`src/rtl/tpi_pkg.sv`:
```
package tpi_pkg;

    typedef enum logic [1:0] {
        SRC_ADC   = 2'b00,
        SRC_COUNT = 2'b01,
        SRC_ID    = 2'b10,
        SRC_MIX   = 2'b11
    } tpi_src_e;

endpackage

```
`src/rtl/tpi_chan_path.sv`:
```
module tpi_chan_path
    import tpi_pkg::*;
#(
    parameter int DW = 16
) (
    input  logic          clk,
    input  logic          rst_n,
    input  logic          frame_start,
    input  logic          strobe,
    input  logic [DW-1:0] adc_word,
    input  tpi_src_e      eff_mode,
    input  logic [DW-1:0] eff_id,
    output logic          out_valid,
    output logic [DW-1:0] out_word
);

    localparam int HALF = DW / 2;

    typedef struct packed {
        logic [DW-1:0] pix_cnt;
        logic [DW-1:0] word;
        logic          valid;
    } path_state_t;

    path_state_t   s_d, s_q;
    logic [DW-1:0] pix_idx;
    logic [DW-1:0] pattern;

    always_comb begin
        s_d     = s_q;
        pix_idx = frame_start ? '0 : s_q.pix_cnt;
        unique case (eff_mode)
            SRC_ADC:   pattern = adc_word;
            SRC_COUNT: pattern = pix_idx;
            SRC_ID:    pattern = eff_id;
            SRC_MIX:   pattern = {eff_id[HALF-1:0], pix_idx[HALF-1:0]};
            default:   pattern = adc_word;
        endcase
        s_d.valid = strobe;
        if (strobe) begin
            s_d.word    = pattern;
            s_d.pix_cnt = pix_idx + 1'b1;
        end else if (frame_start) begin
            s_d.pix_cnt = '0;
        end
    end

    always_ff @(posedge clk) begin
        if (!rst_n) begin
            s_q <= '0;
        end else begin
            s_q <= s_d;
        end
    end

    assign out_valid = s_q.valid;
    assign out_word  = s_q.word;

    // real samples pass through untouched
    a_r2_passthrough: assert property (@(posedge clk) disable iff (!rst_n)
        (strobe && eff_mode == SRC_ADC) |=> (out_word == $past(adc_word)));

    // identifier mode carries the configured code
    a_r4_id_word: assert property (@(posedge clk) disable iff (!rst_n)
        (strobe && eff_mode == SRC_ID) |=> (out_word == $past(eff_id)));

    // a strobe on the frame-start cycle is pixel zero
    a_r9_first_pixel: assert property (@(posedge clk) disable iff (!rst_n)
        (frame_start && strobe) |=> (s_q.pix_cnt == DW'(1)));

    // the counter only moves on a strobe or a frame start
    a_r9_cnt_idle: assert property (@(posedge clk) disable iff (!rst_n)
        (!frame_start && !strobe) |=> $stable(s_q.pix_cnt));

    // no strobe, no change on the lane
    a_r10_hold: assert property (@(posedge clk) disable iff (!rst_n)
        !strobe |=> $stable(out_word));

endmodule

```
`config.mk`:
```
export PLATFORM = sky130hd
export DESIGN_NAME = tpi_chan_path
export DESIGN_NICKNAME = d
export VERILOG_FILES = /design/src/rtl/tpi_pkg.sv /design/src/rtl/tpi_chan_path.sv
export SDC_FILE = /design/constraint.sdc
export NUM_CORES = 1
export LEC_CHECK = 0
export ABC_AREA = 0
export CAP_MARGIN = 20
export CORE_UTILIZATION = 45
export DETAILED_ROUTE_END_ITERATION = 10
export DONT_BUFFER_PORTS = 1
export REMOVE_ABC_BUFFERS = 1
export SYNTH_ARGS = -nofsm -noshare
export SYNTH_HDL_FRONTEND = slang
export SYNTH_SLANG_ARGS = --single-unit
export TNS_END_PERCENT = 5
```
`constraint.sdc`:
```
create_clock -name clk -period 1.8 [get_ports clk]
set_clock_uncertainty 0.05 [all_clocks]
set_input_delay 0.09 -clock clk [delete_from_list [all_inputs] [get_ports clk]]
set_output_delay 0.09 -clock clk [all_outputs]
set_load 0.01 [all_outputs]
```
# After elaboration in Yosys (flattened, before gate mapping)
# Index checks and enable logic that the tools add are counted.
dict set report totals {
  inputBits 38
  output_inout_bits 17
  register_bits 33
  word_cells 11
}
dict set report classes {
  n_addsub 1
  eq_ne 3
  muxes 3
  reduce_logical 1
}
# op n
set ops {}
lappend ops {{$pmux W16 S4} 1}
lappend ops {{$mux W16} 2}
lappend ops {{$add A16 B1 Y16 const B} 1}
lappend ops {{$eq A2 B2 Y1 const B} 2}
lappend ops {{$eq A2 B1 Y1 const B} 1}
lappend ops {{$logic_not A2 Y1} 1}

# Longest topological paths before layout
# Gate-level depths: netlist (run 1).
dict set report logic_depth {
  depth_word 3
  ltp_mapped 7
}

# Worst setup path after synthesis (run 1)
# Ideal clock, no wire load.
dict set report synth_timing {
  kind {flip-flop to flip-flop}
  start {reg s_q[19] (netlist name)}
  end {reg s_q[28] (netlist name)}
  path_slack_ns 0.187
  stages_incl_launch_ff 6
  path_buffers 1
  t_arrival_ns 1.492
  path_cell_list {dfxtp_1 nand2b_4 buf_6 or4_4 or3_1 a21oi_1}
}
dict set report synth_via {
  elab_chain_len 3
}
# element line
set synth_lines {}
lappend synth_lines {{from (decl)} tpi_chan_path.sv:25} ;# path_state_t s_d, s_q;
lappend synth_lines {{from (signal assigned)} tpi_chan_path.sv:50} ;# s_q <= '0;
lappend synth_lines {{from (signal assigned)} tpi_chan_path.sv:52} ;# s_q <= s_d;
lappend synth_lines {{$mux W16} -}
lappend synth_lines {{$add A16 B1 Y16} tpi_chan_path.sv:42} ;# s_d.pix_cnt = pix_idx + 1'b1;
lappend synth_lines {{$mux W16} tpi_chan_path.sv:40} ;# if (strobe) begin
# Every way passes these cells.
# A chain may end at the register's enable or synchronous reset.

# Worst setup path after layout (run 1)
dict set report layout_timing {
  start {reg s_q[20] (netlist name)}
  end {reg s_q[28] (netlist name)}
}
# Same word-level chain as after synthesis.

==> out/metrics.cfg, run 1 <==
[synthesis]
syn_area_per_cell_sq_um = 9.14
synthAdderAreaFrac = 0.00646
synth-xor-area-share = 0.0362
synthMuxAreaShare = 0.216
synth_top_family_by_area = simple AND/OR/NAND/NOR gates
ys_ff_latch = 33
synth-seq-area-share = 0.341
yosys.area_share.simple = 0.234
synth.distinct_cells = 36
netlist_area_sq_um = 1940
yosys.area.top_type = dfxtp_1
synth-compound-area-share = 0.0704
synth_area_leaders = dfxtp_1 (34%), mux2i_1 (13%), buf_4 (6.2%)
ys.warnings.count = 0
synth_cells = 212
yosys.area.top_type_share = 0.341

[drt]
vias = 1454
ant_nets = 0
vias_per_cell = 5.79
routed_wl_mm = 4.34
drt-wirelength-per-cell_microns = 17.3
dr.pass1.iters = 4
drc = 0
drtIter0Drc = 72

[timing]
final-hold-violation-count = 1
fin_hold_ws_ns = -0.00214
slew_viol_final = 0
fmax_mhz = 573
relSlewSlack = 0.279
setup_viol_count_final = 0
finalCritPeriodShare = 0.969
period_needed_ns = 1.75
setup_ws_ns = 0.0550
tightest_slew_ns = 1.08
finalSetupTns_ns = 0
rsz0062_at_grt = no

[clocking]
cts_sinks = 33
clk_latency_ns = 0.29
cts_setup_buffers = 0
cts_htree_levels = 2
cts_buffer_depth = 2
cts_tree = built
numCtsBuffers = 5
clockRootBuffer = clkbuf_8
clk_pin_slew_worst_paths_ns = 0.07

[min_path]
holdPathStages = 3
hold_class = in -> reg

[cells_and_area]
layout_commonest_cell = dfxtp_1
fin_nets = 239
syn_to_final_growth_pct = 3.23
n_antenna_cell = 0
layout_common_cells = dfxtp_1 (33), mux2i_1 (25), nor2_1 (23), nand2_1 (14), nand3_1 (10)
drive_gt1_frac = 0.164

[floorplanning]
dieArea_sq_um = 4570
rows = 23
coreArea_sq_um = 4060
initial_core_util = 0.477
dieWidth_microns = 67.6
die_y_microns = 67.6
pin_count = 55

[critical_path]
cp_max_fo = 6
start_kind = flip-flop
crit_type = reg -> reg
worstPathRequired_ns = 1.97
worst_ep_arrival_time_ns = 1.91
end_kind = flip-flop
reg2reg_depth = 4

[global_route]
antenna_found_initial = 0
grt_usage = 0.203
grt_pass1_vias = 1401
grt_start_max_net_pins = 26
grt_pass1_wl_mm = 6.61
grt-ovfl-total = 0

[power_and_ir_drop]
power.density_nw_per_um2 = 779
p_leak_nw = 0.795
ir_drop_uv = 411

[place]
dp_slack_ns = 0.103
dp_hpwl_mm = 3.10
portBuffers = 0
gp_congestion = 0.805

[flow_run]
drv_cap = 0

[outcome]
outcome = finished with violations
violations = hold timing

path summary, 6_finish.rpt:
| kind | slack, ns | start | to |
|---|---|---|---|
| hold reg to reg | 0.45 | s_q[30]$_SDFF_PN0_ | s_q[31]$_SDFF_PN0_ |
| setup / recovery | 0.05 | s_q[20]$_SDFF_PN0_ | s_q[28]$_SDFF_PN0_ |
| setup reg to reg | 0.05 | s_q[20]$_SDFF_PN0_ | s_q[28]$_SDFF_PN0_ |
| hold / removal | -0.002 | frame_start | s_q[17]$_SDFF_PN0_ |
Yosys cell counts (all sizes together):
cell,count
a21o,1
mux2i,25
xor2,2
xnor2,6
and4,2
or4,1
nor2,23
a221o,5
mux4,3
a21oi,9
or3,3
ha,1
clkinv,2
nand2,14
mux2,9
nor4,1
clkbuf,3
and2,3
buf,23
and2b,2
nand4,3
nor2b,8
and4b,2
o21ai,2
nand2b,10
nor3,1
nand3,10
dfxtp,33
a31o,2
a31oi,1
inv,2
worst max-delay path, stage by stage, from the launching register on:
cell	delay [ns]
dfxtp_1	0.41
nand3_1	0.16
or4_4	0.52
or3_1	0.35
a21oi_1	0.17
area by class of cell:
cell class	count	area, sq um
timing repair buffer	7	65.1
sequential	33	661
clock buffer	7	96.3
tap	50	62.6
clock inverter	1	5.00
multi-input combinational	149	1090
inverter	4	15.0
fill	380	2060
where the power goes:
part / internal (W) / switching, W / leakage (nW)
Clock: 0.000346 / 0.000281 / 0.0542
Combinational: 0.0000847 / 0.0000695 / 0.472
Sequential: 0.000754 / 0.0000239 / 0.269
per-stage QoR:
step	util	area, sq um	hold WS, ns	power [W]	cells
2_1_floorplan	-	1770	0.162	0.000900	186
3_3_place_gp	0.455	1850	0.168	0.000923	238
3_5_place_dp	0.455	1850	0.166	0.000927	238
4_1_cts	0.492	2000	0.00945	0.00156	251
5_1_grt	0.493	2000	0.0372	0.00162	251
6_report	0.493	2000	-0.00214	0.00156	251
metal layers:
layer / wire [microns] / track usage / up-vias
met1: 1890 / 0.248 / 698
met4: 47 / 0.0718 / 0
met2: 2070 / 0.318 / 50
met3: 337 / 0.0828 / 6
li1: - / - / 700
met5: 0 / 0 / -
state kept, by name, indices dropped and copies added (netlist names):
register	count
out_valid	1
s_q	16
out_word	16
cell families (layout without fill, tap and decap cells):
family                   Yosys count  in the layout
AND/OR/NAND/NOR                   83             83
multiplexers                      37             37
flip-flops                        33             33
buffers and inverters             30             19
AO/OA/AOI/OAI                     20             20
XOR/XNOR                           8              8
adder cells (fa/ha/maj)            1              1
what timing repair did:
item                                   4_1_cts  5_1_grt
endpoints found under the hold margin       27        0
hold buffers                                 5        0
setup endpoints to repair                    0        3
resized for setup                            0        1
Power figures use the tool's default switching activity.
==> run 2: changes to the inputs <==
--- a/config.mk
+++ b/config.mk
@@ -7,7 +7,7 @@
 export LEC_CHECK = 0
 export ABC_AREA = 0
 export CAP_MARGIN = 20
-export CORE_UTILIZATION = 45
+export CORE_UTILIZATION = 35
 export DETAILED_ROUTE_END_ITERATION = 10
 export DONT_BUFFER_PORTS = 1
 export REMOVE_ABC_BUFFERS = 1
==> run 2 against run 1 <==
The flow now finishes without violations; hold slack improved by 0.0054 ns; sequential power barely moved; design area rose by 0.19%; setup slack improved by 0.051 ns; register-to-register slack improved by 0.05 ns; total power fell by 5.8%; first-iteration DRC count fell by 4.2%; via count fell by 4.0%; largest cell class unchanged.
==> out/metrics.cfg, run 2 (same netlist as run 1, synthesis figures left out) <==
[critical_path]
reg2reg_depth = 4  ; unchanged
reg2reg_from = s_q[20]$_SDFF_PN0_
end_kind = flip-flop
worstPathRequired_ns = 1.96  ; about the same
worstReg2RegEnd = s_q[28]$_SDFF_PN0_
crit_type = reg -> reg
worst_ep_arrival_time_ns = 1.85  ; -0.06 ns
cp_max_fo = 6  ; unchanged
start_kind = flip-flop
ff2ff_setup_slack_ns = 0.11  ; +0.05 ns

[global_route]
grt_pass1_vias = 1301  ; -7.1%
use_met1 = 0.196  ; -0.0522
use_met3 = 0.0563  ; -0.0265
grt_start_max_net_pins = 25  ; -3.8%
grt_usage = 0.146  ; -0.0573
grt_pass1_wl_mm = 6.65  ; +0.62%
antenna_found_initial = 0  ; unchanged
busiest_layer = met2
grt-ovfl-total = 0  ; unchanged
grt.met2_usage = 0.222  ; -0.0964

[clocking]
clockRootBuffer = clkbuf_8
clk_pin_slew_worst_paths_ns = 0.07  ; about the same
numCtsBuffers = 5  ; unchanged
cts_tree = built
clk_latency_ns = 0.28  ; about the same
cts_htree_levels = 2  ; unchanged
cts_sinks = 33  ; unchanged
cts_setup_buffers = 0  ; unchanged
cts_buffer_depth = 2  ; unchanged

[cells_and_area]
syn_to_final_growth_pct = 3.42
fin_nets = 239  ; unchanged
fin_cells = 271  ; +8.0%
layout_common_cells = dfxtp_1 (33), mux2i_1 (25), nor2_1 (23), nand2_1 (14), nand3_1 (10)
layout_commonest_cell = dfxtp_1
drive_gt1_frac = 0.154  ; -0.00995
design_area_sq_um = 2000  ; +0.19%
n_antenna_cell = 0  ; unchanged

[timing]
fmax_mhz = 590  ; +3.0%
fin_hold_ws_ns = 0.00322  ; +0.00536 ns
period_needed_ns = 1.69  ; -0.0513 ns
rsz0062_at_grt = no
relSlewSlack = 0.540  ; +0.261
slew_viol_final = 0  ; unchanged
setup_viol_count_final = 0  ; unchanged
finalSetupTns_ns = 0  ; unchanged
final-hold-violation-count = 0  ; -1
finalCritPeriodShare = 0.941  ; -0.0285
tightest_slew_ns = 0.687  ; -0.390 ns

[drt]
drtIter0Drc = 69  ; -4.2%
dr.pass1.iters = 4  ; unchanged
ant_nets = 0  ; unchanged
vias = 1396  ; -4.0%
routed_wl_mm = 4.21  ; -3.1%
vias_per_cell = 5.15  ; -11%
drt-wirelength-per-cell_microns = 15.5  ; -10%
drc = 0  ; unchanged

[floorplanning]
pin_count = 55  ; unchanged
rows = 26  ; +13%
dieArea_sq_um = 5840  ; +28%
die_y_microns = 76.4  ; +13%
dieWidth_microns = 76.4  ; +13%
coreArea_sq_um = 5200  ; +28%
initial_core_util = 0.372  ; -0.105

[power_and_ir_drop]
ir_drop_uv = 337  ; -18%
p_seq_frac = 0.530  ; +0.031
power.density_nw_per_um2 = 733  ; -5.9%
power.internal_w = 0.00111  ; -5.9%
pwr-share-clk = 0.364  ; -0.038
netSwitchingFraction = 0.241  ; +0.00131
combPwrFrac = 0.106  ; +0.007
p_leak_nw = 0.784  ; -1.4%
p_switching_w = 0.000355  ; -5.3%

[outcome]
outcome = complete, no violations

[place]
gp_congestion = 0.818  ; +1.6%
dp_hpwl_mm = 3.04  ; -1.9%
dpl_cell_area_sq_um = 1880  ; +1.8%
post-place-cells = 259  ; +8.8%
portBuffers = 0  ; unchanged

[flow_run]
drv_cap = 0  ; unchanged

[min_path]
hold_class = in -> reg
hold-path-endpoint = out_word[0]$_SDFFE_PN0P_
holdPathStages = 3  ; unchanged
worstHoldStart = eff_mode[0]

-- run 2: layout make-up --
cell class                      instances  area [sq um]
Timing Repair Buffer                    7          67.6
Inverter                                4          15.0
Clock buffer                            8          80.1
Sequential cell                        33           661
Tap cell                               70          87.6
Fill cell                             539          3200
Multi-Input combinational cell        149          1090
-- run 2: metrics by stage --
step,total power (W),setup slack [ns],utilization
3_5_place_dp,0.000930,0.140,0.361
5_1_grt,0.00154,0.0159,0.385
4_1_cts,0.00148,0.131,0.382
6_report,0.00147,0.106,0.385
2_1_floorplan,0.000900,0.223,-
3_3_place_gp,0.000928,0.184,0.361
-- run 2: power groups by stage --
| stage | clock network (W) | registers [W] | logic (W) |
|---|---|---|---|
| 2_1_floorplan | 0 | 0.000790 | 0.000109 |
| 3_3_place_gp | 0 | 0.000794 | 0.000134 |
| 3_5_place_dp | 0 | 0.000794 | 0.000136 |
| 4_1_cts | 0.000550 | 0.000778 | 0.000154 |
| 5_1_grt | 0.000590 | 0.000780 | 0.000171 |
| 6_report | 0.000535 | 0.000778 | 0.000156 |
-- run 2: what timing repair did --
item / CTS / global route
gates resized for setup: 0 / 0
hold endpoints to repair: 25 / 0
hold buffers: 3 / 0
-- run 2: worst max-delay path by stage --
| stage | start | to | slack (ns) | cells after the start |
|---|---|---|---|---|
| CTS | s_q[20]$_SDFF_PN0_ | s_q[28]$_SDFF_PN0_ | 0.13 | 4 |
| floorplan | s_q[20]$_SDFF_PN0_ | s_q[28]$_SDFF_PN0_ | 0.22 | 4 |
| global route | s_q[17]$_SDFF_PN0_ | s_q[29]$_SDFF_PN0_ | 0.02 | 6 |
| detailed placement | s_q[17]$_SDFF_PN0_ | s_q[29]$_SDFF_PN0_ | 0.14 | 6 |
| global placement | s_q[20]$_SDFF_PN0_ | s_q[28]$_SDFF_PN0_ | 0.18 | 4 |
| finish | s_q[20]$_SDFF_PN0_ | s_q[28]$_SDFF_PN0_ | 0.11 | 4 |
-- run 2: worst max-delay path, stage by stage, from the launching register on --
cell and delay, ns:
dfxtp_1 0.40, nand3_1 0.16, or4_4 0.51, or3_1 0.36, a21oi_1 0.14
-- run 2: metal layers --
metal  vias to the layer above  routed length [microns]
met5                         -                        0
met4                         0                        0
met3                         0                      349
met2                        46                     1830
met1                       654                     2030
li1                        696                        -
==> run 3: changes to the inputs <==
--- a/config.mk
+++ b/config.mk
@@ -7,6 +7,7 @@
 export LEC_CHECK = 0
 export ABC_AREA = 0
 export CAP_MARGIN = 20
+export CORE_MARGIN = 4
 export CORE_UTILIZATION = 35
 export DETAILED_ROUTE_END_ITERATION = 10
 export DONT_BUFFER_PORTS = 1
==> run 3 against run 2 <==
Die area grew 16%; cell count shrank 0.37%; design area grew 0.56%; global-route usage shrank 1.3 points; highest routed layer is now met4; register-to-register slack is essentially flat.
==> out/metrics.cfg, run 3 (same netlist as run 1, synthesis figures left out) <==
[clocking]
cts_setup_buffers = 0  ; unchanged
clk_pin_slew_worst_paths_ns = 0.07  ; about the same
clk_latency_ns = 0.28  ; about the same
cts_sinks = 33  ; unchanged
cts.repair.resized = 0  ; unchanged
cts_buffer_depth = 2  ; unchanged
clockRootBuffer = clkbuf_8
ctsHoldBuffers = 4  ; +1
numCtsBuffers = 5  ; unchanged
cts_htree_levels = 2  ; unchanged
cts_tree = built

[global_route]
grt-ovfl-total = 0  ; unchanged
grt_start_max_net_pins = 27  ; +8.0%
antenna_found_initial = 0  ; unchanged
grt_pass1_wl_mm = 6.73  ; +1.2%
grt_pass1_vias = 1338  ; +2.8%
grt_usage = 0.133  ; -0.0131

[critical_path]
reg2reg_depth = 4  ; unchanged
critical-path-max-stage-delay_ns = 0.52  ; about the same
worstPathRequired_ns = 1.97  ; about the same
reg2reg_from = s_q[20]$_SDFF_PN0_
worst_ep_arrival_time_ns = 1.85  ; about the same
worstReg2RegEnd = s_q[28]$_SDFF_PN0_
cp_slowest_cell = or4_4
end_kind = flip-flop
cp_max_fo = 6  ; unchanged
ff2ff_setup_slack_ns = 0.12  ; about the same
crit_type = reg -> reg
start_kind = flip-flop
path_cells = nand3_1 -> or4_4 -> or3_1 -> a21oi_1

[cells_and_area]
n_antenna_cell = 0  ; unchanged
layout_commonest_cell = dfxtp_1
layout_common_cells = dfxtp_1 (33), mux2i_1 (25), nor2_1 (23), nand2_1 (14), nand3_1 (10)
fin_nets = 239  ; unchanged
fin_util = 0.385  ; about the same
syn_to_final_growth_pct = 4.01
drive_gt1_frac = 0.160  ; +0.00577

[drt]
ant_nets = 0  ; unchanged
route.top_layer_used = met4
vias = 1394  ; -0.14%
wl_met3_microns = 304  ; -13%
drt-met1-wl_mm = 1.87  ; -7.9%
wl_met2_mm = 2.11  ; +16%
drtIter0Drc = 106  ; +54%
routed_wl_mm = 4.33  ; +3.0%
drt-wirelength-per-cell_microns = 16.0  ; +3.4%
vias_per_cell = 5.16  ; +0.23%
drc = 0  ; unchanged
dr.pass1.iters = 4  ; unchanged

[floorplanning]
die_y_microns = 82.4  ; +7.9%
pin_count = 55  ; unchanged
initial_core_util = 0.370  ; -0.00231
dieArea_sq_um = 6790  ; +16%
coreArea_sq_um = 5240  ; +0.62%
dieWidth_microns = 82.4  ; +7.9%
rows = 26  ; unchanged

[flow_run]
drv_cap = 0  ; unchanged

[timing]
finalSetupTns_ns = 0  ; unchanged
slew_viol_final = 0  ; unchanged
finalCritPeriodShare = 0.934  ; -0.00701
period_needed_ns = 1.68  ; -0.0126 ns
final-hold-violation-count = 0  ; unchanged
rsz0062_at_grt = no
setup_viol_count_final = 0  ; unchanged
fmax_mhz = 595  ; +0.75%
tightest_slew_ns = 0.491  ; -0.197 ns
relSlewSlack = 0.670  ; +0.130

[place]
dp_hpwl_mm = 3.04  ; +0.12%
portBuffers = 0  ; unchanged
gp_congestion = 0.809  ; -1.1%

[power_and_ir_drop]
ir_drop_uv = 208  ; -38%
power.density_nw_per_um2 = 744  ; +1.6%
p_leak_nw = 0.792  ; +1.0%

[min_path]
hold-path-endpoint = s_q[24]$_SDFF_PN0_
hold_class = in -> reg
holdPathStages = 3  ; unchanged
worstHoldStart = frame_start

[outcome]
outcome = complete, no violations

run 3: cell count changes in the layout (fill, tap and decap cells not counted):
cell / before / now
clkbuf_1: 3 / 1
buf_12: 0 / 1
clkbuf_8: 5 / 6
buf_8: 1 / 0
run 3: layout make-up:
class,instances,area (sq um)
inverter,4,15.0
multi-input combinational,149,1090
timing repair buffer,7,72.6
tap,70,87.6
sequential,33,661
clock buffer,7,86.3
fill,535,3220
run 3: how the worst max path moves through the flow:
stage	endpoint	cells past startpoint	start	slack, ns
after floorplan	s_q[28]$_SDFF_PN0_	4	s_q[20]$_SDFF_PN0_	0.22
after global placement	s_q[28]$_SDFF_PN0_	4	s_q[20]$_SDFF_PN0_	0.18
after detailed placement	s_q[28]$_SDFF_PN0_	4	s_q[20]$_SDFF_PN0_	0.15
after CTS	s_q[28]$_SDFF_PN0_	4	s_q[20]$_SDFF_PN0_	0.14
after global routing	s_q[29]$_SDFF_PN0_	6	s_q[17]$_SDFF_PN0_	0.006
final	s_q[28]$_SDFF_PN0_	4	s_q[20]$_SDFF_PN0_	0.12
run 3: per-stage QoR:
stage / area [sq um] / std cells / hold slack, ns / power, W / worst slack (ns)
2_1_floorplan: 1770 / 186 / 0.162 / 0.000900 / 0.223
3_3_place_gp: 1880 / 259 / 0.166 / 0.000926 / 0.181
6_report: 2010 / 270 / 0.0207 / 0.00150 / 0.119
4_1_cts: 2010 / 270 / 0.0116 / 0.00153 / 0.135
5_1_grt: 2010 / 270 / 0.0250 / 0.00158 / 0.00606
3_5_place_dp: 1880 / 259 / 0.184 / 0.000928 / 0.155
run 3: worst max-delay path, delay by kind of cell, from the launching register on:
family / cells / cell delay [ns]
DFF: 1 / 0.41
and+or+nand+nor: 3 / 1.03
AOI/OAI and AO/OA: 1 / 0.13
run 3: where the power goes:
part,switching (W),internal [W],leakage (nW)
sequential,0.0000233,0.000754,0.269
combinational,0.0000682,0.0000861,0.479
clock,0.000265,0.000303,0.0443
total,0.000356,0.00114,0.792
run 3: routing by layer:
layer | GRT usage | vias up
met5 | 0 | -
met4 | 0.0349 | 0
met3 | 0.0510 | 6
met2 | 0.217 | 34
met1 | 0.162 | 657
li1 | - | 697
